==> src/rtl/can_mode_pkg.sv <==
package can_mode_pkg;

    typedef enum logic [1:0] {
        MODE_RUN    = 2'd0,
        MODE_SLEEP  = 2'd1,
        MODE_INIT   = 2'd2,
        MODE_RESYNC = 2'd3
    } mode_e;

    typedef struct packed {
        mode_e mode;
        logic  wake_flag;
    } ctl_s;

endpackage

==> src/rtl/can_req_guard.sv <==
module can_req_guard (
    input  logic clk,
    input  logic rst_n,
    input  logic wr_en,
    input  logic wr_val,
    input  logic set_block,
    input  logic ack,
    input  logic hw_clr,
    output logic req
);

    logic req_d, req_q;

    always_comb begin
        req_d = req_q;
        if (wr_en) begin
            if (wr_val && !set_block) begin
                req_d = 1'b1;
            end else if (!wr_val && ack) begin
                req_d = 1'b0;
            end
        end
        if (hw_clr) begin
            req_d = 1'b0;
        end
    end

    always_ff @(posedge clk) begin
        if (!rst_n) begin
            req_q <= 1'b0;
        end else begin
            req_q <= req_d;
        end
    end

    assign req = req_q;

endmodule

==> src/rtl/can_resync_count.sv <==
module can_resync_count #(
    parameter int RUN_BITS = 11,
    parameter int RUNS_BUSOFF = 128
) (
    input  logic clk,
    input  logic rst_n,
    input  logic active,
    input  logic strobe,
    input  logic bit_rec,
    input  logic bus_off,
    output logic done
);

    localparam int BW = $clog2(RUN_BITS + 1);
    localparam int SW = $clog2(RUNS_BUSOFF + 1);
    localparam logic [BW-1:0] BIT_LAST = BW'(RUN_BITS - 1);
    localparam logic [SW-1:0] RUN_LAST = SW'(RUNS_BUSOFF - 1);

    typedef struct packed {
        logic [BW-1:0] bits;
        logic [SW-1:0] runs;
    } cnt_s;

    cnt_s cnt_d, cnt_q;
    logic run_end;

    assign run_end = active && strobe && bit_rec && (cnt_q.bits == BIT_LAST);
    assign done    = run_end && (!bus_off || (cnt_q.runs == RUN_LAST));

    always_comb begin
        cnt_d = cnt_q;
        if (!active) begin
            cnt_d = '0;
        end else if (strobe) begin
            if (!bit_rec) begin
                cnt_d.bits = '0;
            end else if (run_end) begin
                cnt_d.bits = '0;
                if (bus_off) begin
                    cnt_d.runs = cnt_q.runs + 1'b1;
                end
            end else begin
                cnt_d.bits = cnt_q.bits + 1'b1;
            end
        end
    end

    always_ff @(posedge clk) begin
        if (!rst_n) begin
            cnt_q <= '0;
        end else begin
            cnt_q <= cnt_d;
        end
    end

endmodule

==> src/rtl/can_mode_ctrl.sv <==
module can_mode_ctrl
    import can_mode_pkg::*;
#(
    parameter int RUN_BITS = 11,
    parameter int RUNS_BUSOFF = 128
) (
    input  logic clk,
    input  logic rst_n,
    input  logic sleep_wr,
    input  logic sleep_wdata,
    input  logic init_wr,
    input  logic init_wdata,
    input  logic wake_en,
    input  logic wake_clr,
    input  logic halt_in_wait,
    input  logic rx_busy,
    input  logic tx_all_empty,
    input  logic bus_off,
    input  logic bus_bit,
    input  logic bit_strobe,
    output logic sleep_req,
    output logic sleep_ack,
    output logic init_req,
    output logic init_ack,
    output logic wake_flag,
    output logic tx_force_rec,
    output logic cfg_wr_en,
    output logic online
);

    ctl_s ctl_d, ctl_q;
    logic wake_evt;
    logic resync_done;
    logic bus_idle;

    assign sleep_ack = (ctl_q.mode == MODE_SLEEP);
    assign init_ack  = (ctl_q.mode == MODE_INIT);
    assign online    = (ctl_q.mode == MODE_RUN);
    assign wake_flag = ctl_q.wake_flag;
    assign bus_idle  = !rx_busy && tx_all_empty;

    assign wake_evt = sleep_ack && !init_req && wake_en && bit_strobe && !bus_bit;

    can_req_guard u_sleep_guard (
        .clk       (clk),
        .rst_n     (rst_n),
        .wr_en     (sleep_wr),
        .wr_val    (sleep_wdata),
        .set_block (ctl_q.wake_flag),
        .ack       (sleep_ack),
        .hw_clr    (wake_evt),
        .req       (sleep_req)
    );

    can_req_guard u_init_guard (
        .clk       (clk),
        .rst_n     (rst_n),
        .wr_en     (init_wr),
        .wr_val    (init_wdata),
        .set_block (1'b0),
        .ack       (init_ack),
        .hw_clr    (1'b0),
        .req       (init_req)
    );

    can_resync_count #(
        .RUN_BITS    (RUN_BITS),
        .RUNS_BUSOFF (RUNS_BUSOFF)
    ) u_resync (
        .clk     (clk),
        .rst_n   (rst_n),
        .active  (ctl_q.mode == MODE_RESYNC),
        .strobe  (bit_strobe),
        .bit_rec (bus_bit),
        .bus_off (bus_off),
        .done    (resync_done)
    );

    always_comb begin
        ctl_d = ctl_q;
        if (wake_evt) begin
            ctl_d.wake_flag = 1'b1;
        end else if (wake_clr) begin
            ctl_d.wake_flag = 1'b0;
        end

        if (init_req) begin
            ctl_d.mode = MODE_INIT;
        end else begin
            unique case (ctl_q.mode)
                MODE_RUN: begin
                    if (sleep_req && bus_idle) begin
                        ctl_d.mode = MODE_SLEEP;
                    end
                end
                MODE_SLEEP: begin
                    if (!sleep_req || wake_evt) begin
                        ctl_d.mode = MODE_RUN;
                    end
                end
                MODE_INIT: begin
                    ctl_d.mode = MODE_RESYNC;
                end
                MODE_RESYNC: begin
                    if (resync_done) begin
                        ctl_d.mode = MODE_RUN;
                    end
                end
                default: ctl_d.mode = MODE_RUN;
            endcase
        end
    end

    always_ff @(posedge clk) begin
        if (!rst_n) begin
            ctl_q <= '{mode: MODE_RUN, wake_flag: 1'b0};
        end else begin
            ctl_q <= ctl_d;
        end
    end

    assign tx_force_rec = halt_in_wait || init_req || !online;
    assign cfg_wr_en    = init_req && init_ack;

endmodule

==> config.mk <==
export PLATFORM = sky130hd
export DESIGN_NAME = can_mode_ctrl
export DESIGN_NICKNAME = d
export VERILOG_FILES = /design/src/rtl/can_mode_pkg.sv /design/src/rtl/can_req_guard.sv /design/src/rtl/can_resync_count.sv /design/src/rtl/can_mode_ctrl.sv
export SDC_FILE = /design/constraint.sdc
export NUM_CORES = 1
export LEC_CHECK = 0
export BUFFER_PORTS_ARGS = -buffer_cell sky130_fd_sc_hd__buf_2
export CORE_AREA = 2 2 47 49
export CTS_CLUSTER_SIZE = 40
export DETAILED_ROUTE_END_ITERATION = 10
export DIE_AREA = 0 0 49 51
export HOLD_SLACK_MARGIN = 0.08
export PLACE_DENSITY = 0.75
export SLEW_MARGIN = 20
export SYNTH_ARGS = -nofsm -noshare
export SYNTH_HDL_FRONTEND = slang
export SYNTH_SLANG_ARGS = --single-unit
==> constraint.sdc <==
create_clock -name clk -period 1.7 [get_ports clk]
set_input_delay 0.255 -clock clk [delete_from_list [all_inputs] [get_ports clk]]
set_output_delay 0.255 -clock clk [all_outputs]
set_load 0.005 [all_outputs]
== Yosys cells after proc, flatten, opt, wreduce, memory -nomap -nowiden ==
Index checks and enable logic that the tools add are counted.
Cells by class
  add/sub/neg operators: 2
  equal/unequal tests: 11
  multiplexer cells: 13
  bitwise gates (word level): 1
  reduce and logical (&&, ||, !) cells: 39
Operators by type and width (number)
  $logic_and 1x1->1: 14
  $logic_not 1->1: 9
  $add 8x1->8 const B: 1
  $eq 8x7->1 const B: 1
  $mux 2: 4
  $mux 4: 2
  $pmux 2 s4: 1
  $mux 1: 6
  $ne 3x1->1 const B: 2
  $reduce_and 2->1: 3
  $reduce_and 3->1: 2
  $reduce_bool 2->1: 3
  $add 4x1->4 const B: 1
  $eq 2x2->1 const B: 2
  $eq 4x4->1 const B: 1
  $logic_or 1x1->1: 4
  $ne 2x1->1 const B: 2
  $reduce_and 4->1: 1
  $reduce_or 2->1: 2
  $ne 3x3->1 const B: 1
  $eq 2x1->1 const B: 1
  $logic_not 2->1: 1
  $ne 2x2->1 const B: 1
  $not 1->1: 1
Word-level totals
  flip-flop bits (word level): 17
  input bits: 14
  output and inout bits: 8
  logic and storage cells: 73

== Depth between registers and ports, before layout ==
Gate-level depths: netlist of the first run.
  depth in word-level cells: 9
  mapped depth: 6

== By module ==
Synthesis of the first run repeated with hierarchy kept, for this count alone.
Unflattened totals
  cells, all modules: 107
  area total of the unflattened synthesis: 924.6 um^2
Modules (own cells, without submodules)
  can_resync_count: instances 1, cells an instance 73, area each 636.9 um^2, seq. area each 240.2 um^2
  can_mode_ctrl: instances 1, cells an instance 24, area each 185.2 um^2, seq. area each 60.1 um^2
  can_req_guard: instances 2, cells an instance 5, area each 51.3 um^2, seq. area each 20.0 um^2

== Least setup slack after synthesis of the first run ==
No wires, ideal clock.
  path kind: reg-to-reg
  start: register u_resync.cnt_q[8] (netlist name)
  end: register u_resync.cnt_q[7] (netlist name)
  setup time: 0.070 ns
  arrival: 1.501 ns
  required time: 1.630 ns
  slack: 0.130 ns
  stages on the path, launching flop included: 7
  buffers on the path: 0
  clock period less this slack: 1.570 ns
  path through: dfxtp_1 inv_1 ha_1 and3_1 nand4_4 or4_1 a21oi_1
Between the ends
  cells in the longest elaborated chain, start to end: 3
Ends and longest elaborated chain
  from (decl): RTL line can_resync_count.sv:24  | cnt_s cnt_d, cnt_q;
  from (signal assigned): RTL line can_resync_count.sv:52  | cnt_q <= cnt_d;
  $eq 4x4->1: RTL line can_resync_count.sv:27  | assign run_end = active && strobe && bit_rec && (cnt_q.bits == BIT_LAST);
  $logic_and 1x1->1: RTL line can_resync_count.sv:27
  $reduce_and 4->1 (no line)
Every way passes these cells.
A chain may end at the register's enable or synchronous reset.

== Worst setup path after layout of the first run ==
  start: register u_resync.cnt_q[8] (netlist name)
  end: register u_resync.cnt_q[6] (netlist name)
The elaborated chain is that of the path after synthesis.

==> impl_metrics.py, run 1 <==
metrics = {
    "placed_design": {
        "dp_cells": 152,
        "pre_cts_slack_ps": -14.7,
        "dp.final_hpwl_um": 1410,
        "io_buffers": 21,
        "routabilityCongestion": 0.819,
    },
    "global_route": {
        "overflow": 0,
        "track_usage_pct": 15.9,
        "grt_pass1_vias": 783,
        "grt_max_degree": 13,
        "antenna_found_initial": 0,
        "grt_first_pass_wirelength_um": 3170,
    },
    "timing": {
        "fin_tns_setup_ps": 0,
        "slew-limit-headroom_pct": 67.3,
        "fin_worst_skew_ps": 5.76,
        "fin_crit_sh_pct": 92.6,
        "setup_violations": 0,
        "fin_ws_ps": 125,
        "clock.fmax_mhz": 635,
        "drv_slew": 0,
        "finalCriticalPeriod_ps": 1570,
        "worst_pin_slew_ps": 488,
        "rsz0062_at_grt": "false",
        "hold_violations": 0,
    },
    "clock_tree": {
        "h-tree-depth": 1,
        "root_buffer": "clkbuf_4",
        "clock_latency_ps": 290,
        "clock_sinks": 17,
        "cts_buffer_depth": 2,
        "clkTransAtPathRegs_ps": 110,
        "hold_buffers": 0,
        "cts_tree": "yes",
        "cts_buffers": 3,
    },
    "pwr": {
        "max-vdd-ir-drop_v": 0.000397,
        "internal_power_uw": 532,
        "switching_power_uw": 179,
        "pwr-share-clk_pct": 30.6,
        "power.share.switching_pct": 25.2,
        "power_density_mw_per_mm2": 675,
        "p_comb_share_pct": 11.3,
        "p_leak_uw": 0.000432,
        "power_frac_seq_pct": 58.1,
    },
    "floorplanning": {
        "dieArea_mm2": 0.00250,
        "die_h_um": 51,
        "rows": 17,
        "top_level_ports": 22,
        "core_area_mm2": 0.00206,
        "start_util_pct": 41.7,
        "die_w_um": 49,
    },
    "routing": {
        "drt_wl_total_um": 1880,
        "first_pass_iters": 4,
        "drtIter0Drc": 4,
        "drc": 0,
        "antenna_left": 0,
        "via_per_inst": 5.18,
        "post_drt_wl_per_cell_um": 12.0,
        "num_vias": 813,
    },
    "synthesis": {
        "synth-seq-cells": 17,
        "synth_cell_types": 31,
        "ys_seq_area_share_pct": 39.5,
        "synth_fp_nets": 119,
        "syn_inst": 102,
        "syn_area_per_cell_um2": 8.44,
        "netlist_area_um2": 861,
        "yosys_warnings": 0,
    },
    "cells_and_area": {
        "diodes": 0,
        "area_growth_syn_to_layout_pct": 22.5,
        "drive_gt1_share_pct": 28.7,
        "layout.cells.non_filler": 157,
        "nets": 147,
        "num-fill-cells": 212,
    },
    "critical_path": {
        "r2r_slack_ps": 130,
        "start_kind": "flip-flop",
        "rr_endpoint": "u_resync.cnt_q[6]",
        "end_kind": "flip-flop",
        "crit_fanout": 5,
        "rr_startpoint": "u_resync.cnt_q[8]",
        "r2r.worst_path.cells": 6,
        "required_ps": 1910,
        "worstPathArrival_ps": 1790,
        "path_class": "flip-flop to flip-flop",
    },
    "min_path": {
        "holdPathEnd": "ctl_q[2]",
        "hold_path.startpoint": "rst_n",
        "whs_path_depth": 2,
        "hold_path_class": "primary input to flip-flop",
    },
    "run_status": {
        "status": "finished clean",
    },
    "run": {
        "cap_violations": 0,
    },
}
cells in the mapped netlist:
cell       n  area, um^2
or4_1      1        7.51
or3_1      2        12.5
and4b_1    1        10.0
o21ai_0    5        25.0
nor3_1     2        10.0
nand3b_1   1        7.51
clkbuf_1   1        3.75
dfxtp_1   17         340
nand3_1    8        40.0
nand4b_1   1        8.76
nand4_1    2        12.5
nor2b_1    3        18.8
xnor2_1    1        8.76
nand2_1    9        33.8
buf_6      1        11.3
nor4b_1    1        8.76
ha_1       3        37.5
nor4_1     1        6.26
o31ai_1    2        15.0
o21a_1     2        15.0
and2b_2    2        17.5
inv_1      6        22.5
xor2_1     3        26.3
a21oi_1    9        45.0
a22oi_1    2        15.0
nor2_1     9        33.8
mux2i_1    1        10.0
nand4_4    1        21.3
and3_1     3        18.8
a31oi_1    1        6.26
o2111a_1   1        11.3
critical path: stages (launching register included):
cell	delay, ps
dfxtp_2	350
inv_1	80
ha_2	190
and3_4	230
nand4_1	170
or3_1	340
a21oi_1	150
cell type report:
| type | count | area (um^2) | share of cell area (%) |
|---|---|---|---|
| inverter | 6 | 22.5 | 2.14 |
| tap | 28 | 35.0 | 3.32 |
| clock buffer | 3 | 22.5 | 2.14 |
| multi-input combinational | 77 | 492 | 46.6 |
| clock inverter | 1 | 5.00 | 0.474 |
| sequential | 17 | 343 | 32.5 |
| timing repair buffer | 25 | 135 | 12.8 |
state kept, by name (all words and copies together) (netlist names):
signal	cells
u_init_guard.req	1
u_resync.cnt_q	12
ctl_q	2
wake_flag	1
u_sleep_guard.req	1
stage by stage:
| step | instance area [um^2] | power (uW) | utilization, % | hold slack [ps] |
|---|---|---|---|---|
| after global placement | 1010 | 499 | 48.9 | 467 |
| final | 1050 | 712 | 51.1 | 233 |
| after CTS | 1040 | 716 | 50.3 | 231 |
| after floorplan | 861 | 458 | - | 373 |
| after global routing | 1050 | 738 | 51.1 | 232 |
| after detailed placement | 1010 | 502 | 48.9 | 475 |
timing repair:
action	4_1_cts	5_1_grt
resized for setup	1	5
gates cloned	0	0
endpoints found under the hold margin	0	0
endpoints found under the setup margin	1	2
buffers inserted	0	1
pin swaps	0	3
power by group through the flow:
stage | Sequential, uW | Clock (uW) | Combinational (uW)
6_report | 413 | 218 | 80.4
5_1_grt | 415 | 234 | 89.0
2_1_floorplan | 423 | 0 | 35.5
3_3_place_gp | 422 | 0 | 76.9
4_1_cts | 413 | 222 | 80.0
3_5_place_dp | 423 | 0 | 79.8
cell usage in the layout (no fill, tap or decap), types with 2 or more instances in the layout:
cell	netlist	routed
a22oi_1	2	2
o21ai_0	5	5
and2b_2	2	2
nand2_1	9	9
ha_1	3	2
xor2_1	3	3
nor2b_1	3	3
nand3_1	8	8
nor2_1	9	9
dfxtp_1	17	15
nand4_1	2	2
a21oi_1	9	9
nor3_1	2	2
o31ai_1	2	2
buf_4	0	4
buf_2	0	21
clkbuf_4	0	3
dfxtp_2	0	2
o21a_1	2	2
inv_1	6	6
and3_1	3	2
or3_1	2	2
worst max path at each step:
stage	start	to	slack, ps	depth (start not counted)
6_report	u_resync.cnt_q[8]	u_resync.cnt_q[6]	130	6
5_1_grt	u_resync.cnt_q[8]	u_resync.cnt_q[6]	20	6
4_1_cts	u_resync.cnt_q[8]	u_resync.cnt_q[7]	20	6
3_5_place_dp	u_resync.cnt_q[8]	u_resync.cnt_q[7]	-10	6
3_3_place_gp	u_resync.cnt_q[8]	u_resync.cnt_q[7]	70	6
2_1_floorplan	u_resync.cnt_q[8]	u_resync.cnt_q[7]	130	6
kinds of logic (layout without fill, tap and decap cells):
group,after synthesis,count (layout),synth area share [%]
muxes,1,1,1.16
DFF,17,17,39.5
adders and majority gates,3,3,4.36
and+or+nand+nor,47,47,31.1
AOI/OAI and AO/OA,22,22,15.4
buffers and inverters,8,35,4.36
xor gates and xnor gates,4,4,4.07
per-layer routing:
metal	vias up	routed length, um	global-route usage [%]	share of wire (%)
met5	-	0	0	0
met4	0	0	4.29	0
met1	380	906	18.8	48
li1	416	-	-	-
met2	17	911	29.7	48
met3	0	64	2.63	3.4
(Power assumes the default switching activity.)
==> run 2: changes to the inputs <==
--- a/config.mk
+++ b/config.mk
@@ -5,13 +5,13 @@
 export SDC_FILE = /design/constraint.sdc
 export NUM_CORES = 1
 export LEC_CHECK = 0
-export BUFFER_PORTS_ARGS = -buffer_cell sky130_fd_sc_hd__buf_2
 export CORE_AREA = 2 2 47 49
 export CTS_CLUSTER_SIZE = 40
 export DETAILED_ROUTE_END_ITERATION = 10
 export DIE_AREA = 0 0 49 51
+export DONT_BUFFER_PORTS = 1
 export HOLD_SLACK_MARGIN = 0.08
-export PLACE_DENSITY = 0.75
+export PLACE_DENSITY = 0.65
 export SLEW_MARGIN = 20
 export SYNTH_ARGS = -nofsm -noshare
 export SYNTH_HDL_FRONTEND = slang
==> impl_metrics.py, run 2 (synthesis results as in run 1) <==
metrics = {
    "run_status": {
        "status": "finished clean",
    },
    "critical_path": {
        "path_class": "flip-flop to flip-flop",
        "r2r.worst_path.cells": 6,
        "worstPathArrival_ps": 1860,
        "crit_fanout": 5,
        "cpLargestDelayFamily": "simple AND/OR/NAND/NOR gates",
        "max_stage_delay_ps": 480,
        "rr_endpoint": "u_resync.cnt_q[7]",
        "cp_slowest_cell": "or4_1",
        "path_buf_inv": 1,
        "start_kind": "flip-flop",
        "rr_startpoint": "u_resync.cnt_q[8]",
        "required_ps": 1910,
        "crit_chain": "inv_1, ha_1, and3_4, nand4_4, or4_1, a21oi_1",
        "r2r_slack_ps": 50,
        "path_depth": 6,
        "end_kind": "flip-flop",
    },
    "pwr": {
        "power_density_mw_per_mm2": 720,
        "p_leak_uw": 0.000333,
        "max-vdd-ir-drop_v": 0.000448,
    },
    "clock_tree": {
        "h-tree-depth": 1,
        "cts_tree": "yes",
        "clkTransAtPathRegs_ps": 100,
        "cts_buffer_depth": 2,
        "cts_buffers": 3,
        "clock_sinks": 17,
        "root_buffer": "clkbuf_4",
        "postCtsSetupBuffers": 0,
        "clock_latency_ps": 280,
    },
    "cells_and_area": {
        "nets": 125,
        "final_common_cell": "dfxtp_1",
        "diodes": 0,
        "final_area_um2": 938,
        "top_register": "u_resync.cnt_q",
        "reg_top3": "u_resync.cnt_q x12, ctl_q x2",
        "drive_gt1_share_pct": 9.35,
        "area_growth_syn_to_layout_pct": 9.01,
        "num-fill-cells": 216,
        "postLayoutCoreUtil_pct": 45.5,
        "final_cell_mix": "dfxtp_1 (17), nor2_1 (9), nand2_1 (9), a21oi_1 (9), nand3_1 (8)",
        "largest_reg_flops": 12,
    },
    "timing": {
        "fin_crit_sh_pct": 97.0,
        "slew-limit-headroom_pct": 67.4,
        "setup_violations": 0,
        "drv_slew": 0,
        "worst_pin_slew_ps": 488,
        "clock.fmax_mhz": 606,
        "finalCriticalPeriod_ps": 1650,
        "fin_worst_skew_ps": 3.66,
        "hold_violations": 0,
    },
    "global_route": {
        "antenna_found_initial": 0,
        "grt_max_degree": 13,
        "grt_pass1_vias": 730,
        "overflow": 0,
        "grt_first_pass_wirelength_um": 3000,
        "track_usage_pct": 15.7,
    },
    "routing": {
        "post_drt_wl_per_cell_um": 12.8,
        "via_per_inst": 5.39,
        "antenna_left": 0,
        "num_vias": 728,
        "drc": 0,
        "drtIter0Drc": 10,
        "first_pass_iters": 4,
        "drt_wl_total_um": 1730,
    },
    "floorplanning": {
        "dieArea_mm2": 0.00250,
        "die_h_um": 51,
        "rows": 17,
        "die_w_um": 49,
        "top_level_ports": 22,
        "core_area_mm2": 0.00206,
        "start_util_pct": 41.7,
    },
    "min_path": {
        "whs_path_depth": 1,
        "hold_path.startpoint": "rst_n",
        "hold_path_class": "primary input to flip-flop",
        "holdPathEnd": "ctl_q[1]",
    },
    "placed_design": {
        "dp.final_hpwl_um": 1290,
        "place_area_um2": 896,
        "io_buffers": 0,
        "routabilityCongestion": 0.803,
    },
    "run": {
        "cap_violations": 0,
    },
}
[run 2: cell types whose count changed in the layout (fill, tap and decap cells not counted)]
cell,delta
dfxtp_1,+2
ha_2,-1
dfxtp_2,-2
clkinv_2,-1
buf_4,-2
ha_1,+1
dlygate4sd3_1,+1
buf_2,-21
clkbuf_1,+1
[run 2: area by class of cell]
type | count | area (um^2) | area share [%]
clock buffer | 4 | 26.3 | 2.80
inverter | 6 | 22.5 | 2.40
multi-input combinational | 77 | 489 | 52.1
sequential | 17 | 340 | 36.3
tap | 28 | 35.0 | 3.73
timing repair buffer | 3 | 25.0 | 2.67
[run 2: power breakdown]
group          leakage (uW)  total (uW)  internal [uW]  switching [uW]
logic              0.000181        45.1           20.0            25.1
registers          0.000138         416            405            10.8
clock network     0.0000150         214           91.1             123
total              0.000333         676            517             159
[run 2: timing repair]
action                                 CTS  global route
setup endpoints to repair                1             1
resized for setup                        1             2
endpoints found under the hold margin    2             0
hold buffers                             1             0
[run 2: worst max path at each step]
stage                      startpoint                end  slack [ps]
CTS                 u_resync.cnt_q[8]  u_resync.cnt_q[7]          40
floorplan           u_resync.cnt_q[8]  u_resync.cnt_q[7]         130
global route        u_resync.cnt_q[8]  u_resync.cnt_q[7]         -10
global placement    u_resync.cnt_q[8]  u_resync.cnt_q[7]          70
detailed placement  u_resync.cnt_q[8]  u_resync.cnt_q[7]           7
finish              u_resync.cnt_q[8]  u_resync.cnt_q[7]          50
[run 2: through the flow]
step / total power (uW) / std cells / setup TNS [ps] / hold WS, ps / worst slack, ps
3_5_place_dp: 467 / 130 / 0 / 378 / 6.54
3_3_place_gp: 467 / 130 / 0 / 378 / 69.5
4_1_cts: 686 / 135 / 0 / 93.4 / 42.7
5_1_grt: 715 / 135 / -12.6 / 88.7 / -12.6
6_report: 676 / 135 / 0 / 104 / 50.3
2_1_floorplan: 458 / 102 / 0 / 373 / 130
[run 2: layer usage]
layer  wire, um  up-vias  part of all wire (%)  GRT usage, %
met2        841       11                    49          25.6
met4         14        0                  0.81          9.52
met5          0        -                     0             0
met1        807      338                    47          18.3
li1           -      377                     -             -
met3         66        2                   3.8          4.68
==> run 3: changes to the inputs <==
--- a/config.mk
+++ b/config.mk
@@ -5,14 +5,15 @@
 export SDC_FILE = /design/constraint.sdc
 export NUM_CORES = 1
 export LEC_CHECK = 0
-export CORE_AREA = 2 2 47 49
+export CORE_AREA = 2 2 49 51
 export CTS_CLUSTER_SIZE = 40
 export DETAILED_ROUTE_END_ITERATION = 10
-export DIE_AREA = 0 0 49 51
+export DIE_AREA = 0 0 51 53
 export DONT_BUFFER_PORTS = 1
 export HOLD_SLACK_MARGIN = 0.08
-export PLACE_DENSITY = 0.65
+export PLACE_DENSITY = 0.64
 export SLEW_MARGIN = 20
 export SYNTH_ARGS = -nofsm -noshare
 export SYNTH_HDL_FRONTEND = slang
+export SYNTH_HIERARCHICAL = 1
 export SYNTH_SLANG_ARGS = --single-unit
==> impl_metrics.py, run 3 <==
metrics = {
    "clock_tree": {
        "h-tree-depth": 1,
        "root_buffer": "clkbuf_4",
        "clock_sinks": 17,
        "cts_buffer_depth": 2,
        "cts_buffers": 3,
        "clkTransAtPathRegs_ps": 100,
        "cts_tree": "yes",
        "clock_latency_ps": 290,
    },
    "floorplanning": {
        "die_h_um": 53,
        "rows": 17,
        "dieArea_mm2": 0.00270,
        "die_w_um": 51,
        "start_util_pct": 43.0,
        "core_area_mm2": 0.00215,
        "top_level_ports": 22,
    },
    "routing": {
        "drtIter0Drc": 21,
        "drc": 0,
        "via_per_inst": 5.60,
        "drt_wl_total_um": 1970,
        "num_vias": 829,
        "antenna_left": 0,
        "post_drt_wl_per_cell_um": 13.3,
        "wl_met3_um": 93,
        "first_pass_iters": 4,
        "wl_met2_um": 986,
        "wl_met1_um": 870,
        "top_layer": "met4",
    },
    "timing": {
        "clock.fmax_mhz": 640,
        "setup_violations": 0,
        "finalCriticalPeriod_ps": 1560,
        "fin_crit_sh_pct": 91.9,
        "fin_tns_setup_ps": 0,
        "hold_violations": 0,
        "drv_slew": 0,
        "fin_worst_skew_ps": 6.35,
        "holdWs_ps": 140,
        "rsz0062_at_grt": "false",
    },
    "cells_and_area": {
        "layout.cells.non_filler": 148,
        "largest_reg_flops": 12,
        "area_growth_syn_to_layout_pct": 16.5,
        "diodes": 0,
        "final_common_cell": "dfxtp_1",
        "final_cell_mix": "dfxtp_1 (16), nor2b_1 (9), nand2_1 (9), a21oi_1 (8)",
        "drive_gt1_share_pct": 13.3,
        "postLayoutCoreUtil_pct": 50.1,
        "num-fill-cells": 201,
        "nets": 138,
        "reg_top3": "u_resync/cnt_q x12, ctl_q x2",
        "top_register": "u_resync/cnt_q",
    },
    "placed_design": {
        "dp_cells": 141,
        "routabilityCongestion": 0.767,
        "dp.final_hpwl_um": 1430,
        "io_buffers": 0,
    },
    "synthesis": {
        "synth-edff-count": 0,
        "synth-seq-cells": 17,
        "yosys_warnings": 6,
        "synth_area_leaders": "dfxtp_1 (37%), nor2b_1 (6.1%), a21oi_1 (4.3%)",
        "synthFlopType": "dfxtp_1",
        "yosys-top-cells-count": "dfxtp_1 (17), nand2_1 (9), nor2b_1 (9)",
        "netlist_area_um2": 925,
        "syn_inst": 107,
        "yosysMostFrequentCell": "dfxtp_1",
        "ys_seq_area_share_pct": 36.8,
        "synth_cell_types": 38,
        "async_flop_share_pct": 0,
        "syn_area_per_cell_um2": 8.64,
        "post-synth-top-area-cell": "dfxtp_1",
        "synth_top_area_share_pct": 36.8,
    },
    "critical_path": {
        "r2r_slack_ps": 140,
        "crit_fanout": 17,
        "required_ps": 1930,
        "path_class": "flip-flop to flip-flop",
        "worstPathArrival_ps": 1790,
        "end_kind": "flip-flop",
        "start_kind": "flip-flop",
    },
    "global_route": {
        "grt_max_degree": 18,
        "antenna_found_initial": 0,
        "track_usage_pct": 15.3,
        "grt_first_pass_wirelength_um": 3100,
        "overflow": 0,
        "grt_pass1_vias": 756,
    },
    "pwr": {
        "power.total_uw": 666,
        "power_density_mw_per_mm2": 619,
        "p_leak_uw": 0.000366,
        "max-vdd-ir-drop_v": 0.000294,
    },
    "run_status": {
        "status": "finished clean",
    },
    "min_path": {
        "hold_path_class": "primary input to flip-flop",
    },
    "run": {
        "cap_violations": 0,
    },
}
==> run 3: cell count changes in the layout (fill, tap and decap cells not counted), sizes merged, moves of 3 or more <==
cell	before	now
buf	2	7
and2	0	4
nand3	8	3
nand2b	0	3
nor2	9	2
and3	3	0
nor2b	3	9
==> run 3: final cells by class <==
| class | count | area (um^2) | share of cell area [%] |
|---|---|---|---|
| Tap cell | 28 | 35.0 | 3.25 |
| Sequential cell | 17 | 342 | 31.7 |
| Multi-Input combinational cell | 84 | 566 | 52.5 |
| Clock inverter | 1 | 5.00 | 0.465 |
| Inverter | 6 | 22.5 | 2.09 |
| Timing Repair Buffer | 9 | 85.1 | 7.90 |
| Clock buffer | 3 | 22.5 | 2.09 |
==> run 3: stage by stage <==
stage | setup slack, ps | cell area [um^2]
2_1_floorplan | 117 | 928
3_3_place_gp | 150 | 1020
3_5_place_dp | 127 | 1020
4_1_cts | 119 | 1060
5_1_grt | 56.9 | 1080
6_report | 138 | 1080
==> run 3: repair_timing <==
action / in CTS / in global routing
hold buffers: 2 / 0
resized for setup: 0 / 2
setup buffers: 0 / 1
setup endpoints to repair: 0 / 1
endpoints found under the hold margin: 3 / 0
==> run 3: kinds of logic (layout without fill, tap and decap cells) <==
logic type | count (synthesis) | after routing | synth area share [%]
AOI/OAI and AO/OA | 28 | 28 | 20.7
xor gates and xnor gates | 1 | 1 | 0.947
adders and majority gates | 3 | 3 | 4.06
buffers and inverters | 7 | 19 | 2.98
DFF | 17 | 17 | 36.8
muxes | 2 | 2 | 2.17
other | 1 | 2 | 0.406
and+or+nand+nor | 48 | 48 | 31.9
==> run 3: per-layer routing <==
layer,up-vias,global-route usage (%)
li1,424,-
met1,381,17.6
met2,22,26.6
met3,2,5.37
met4,0,4.50
met5,-,0
==> run 3: worst paths after layout <==
check	startpoint	to	cells past startpoint
hold reg to reg	u_resync/cnt_q[5]	u_resync/cnt_q[5]	2
setup reg to reg	ctl_q[1]	u_resync/cnt_q[6]	5
hold / removal	rst_n	ctl_q[1]	1
setup / recovery	ctl_q[1]	u_resync/cnt_q[6]	5
==> run 3: critical path: stages (launching register included) <==
cell and delay, ps:
dfxtp_1 340, and2_1 190, nand4_2 140, buf_12 170, or4_1 510, a21oi_1 150
==> run 3: power breakdown <==
group	internal, uW	switching, uW
registers	402	4.21
logic	21.0	21.3
clock network	87.5	130
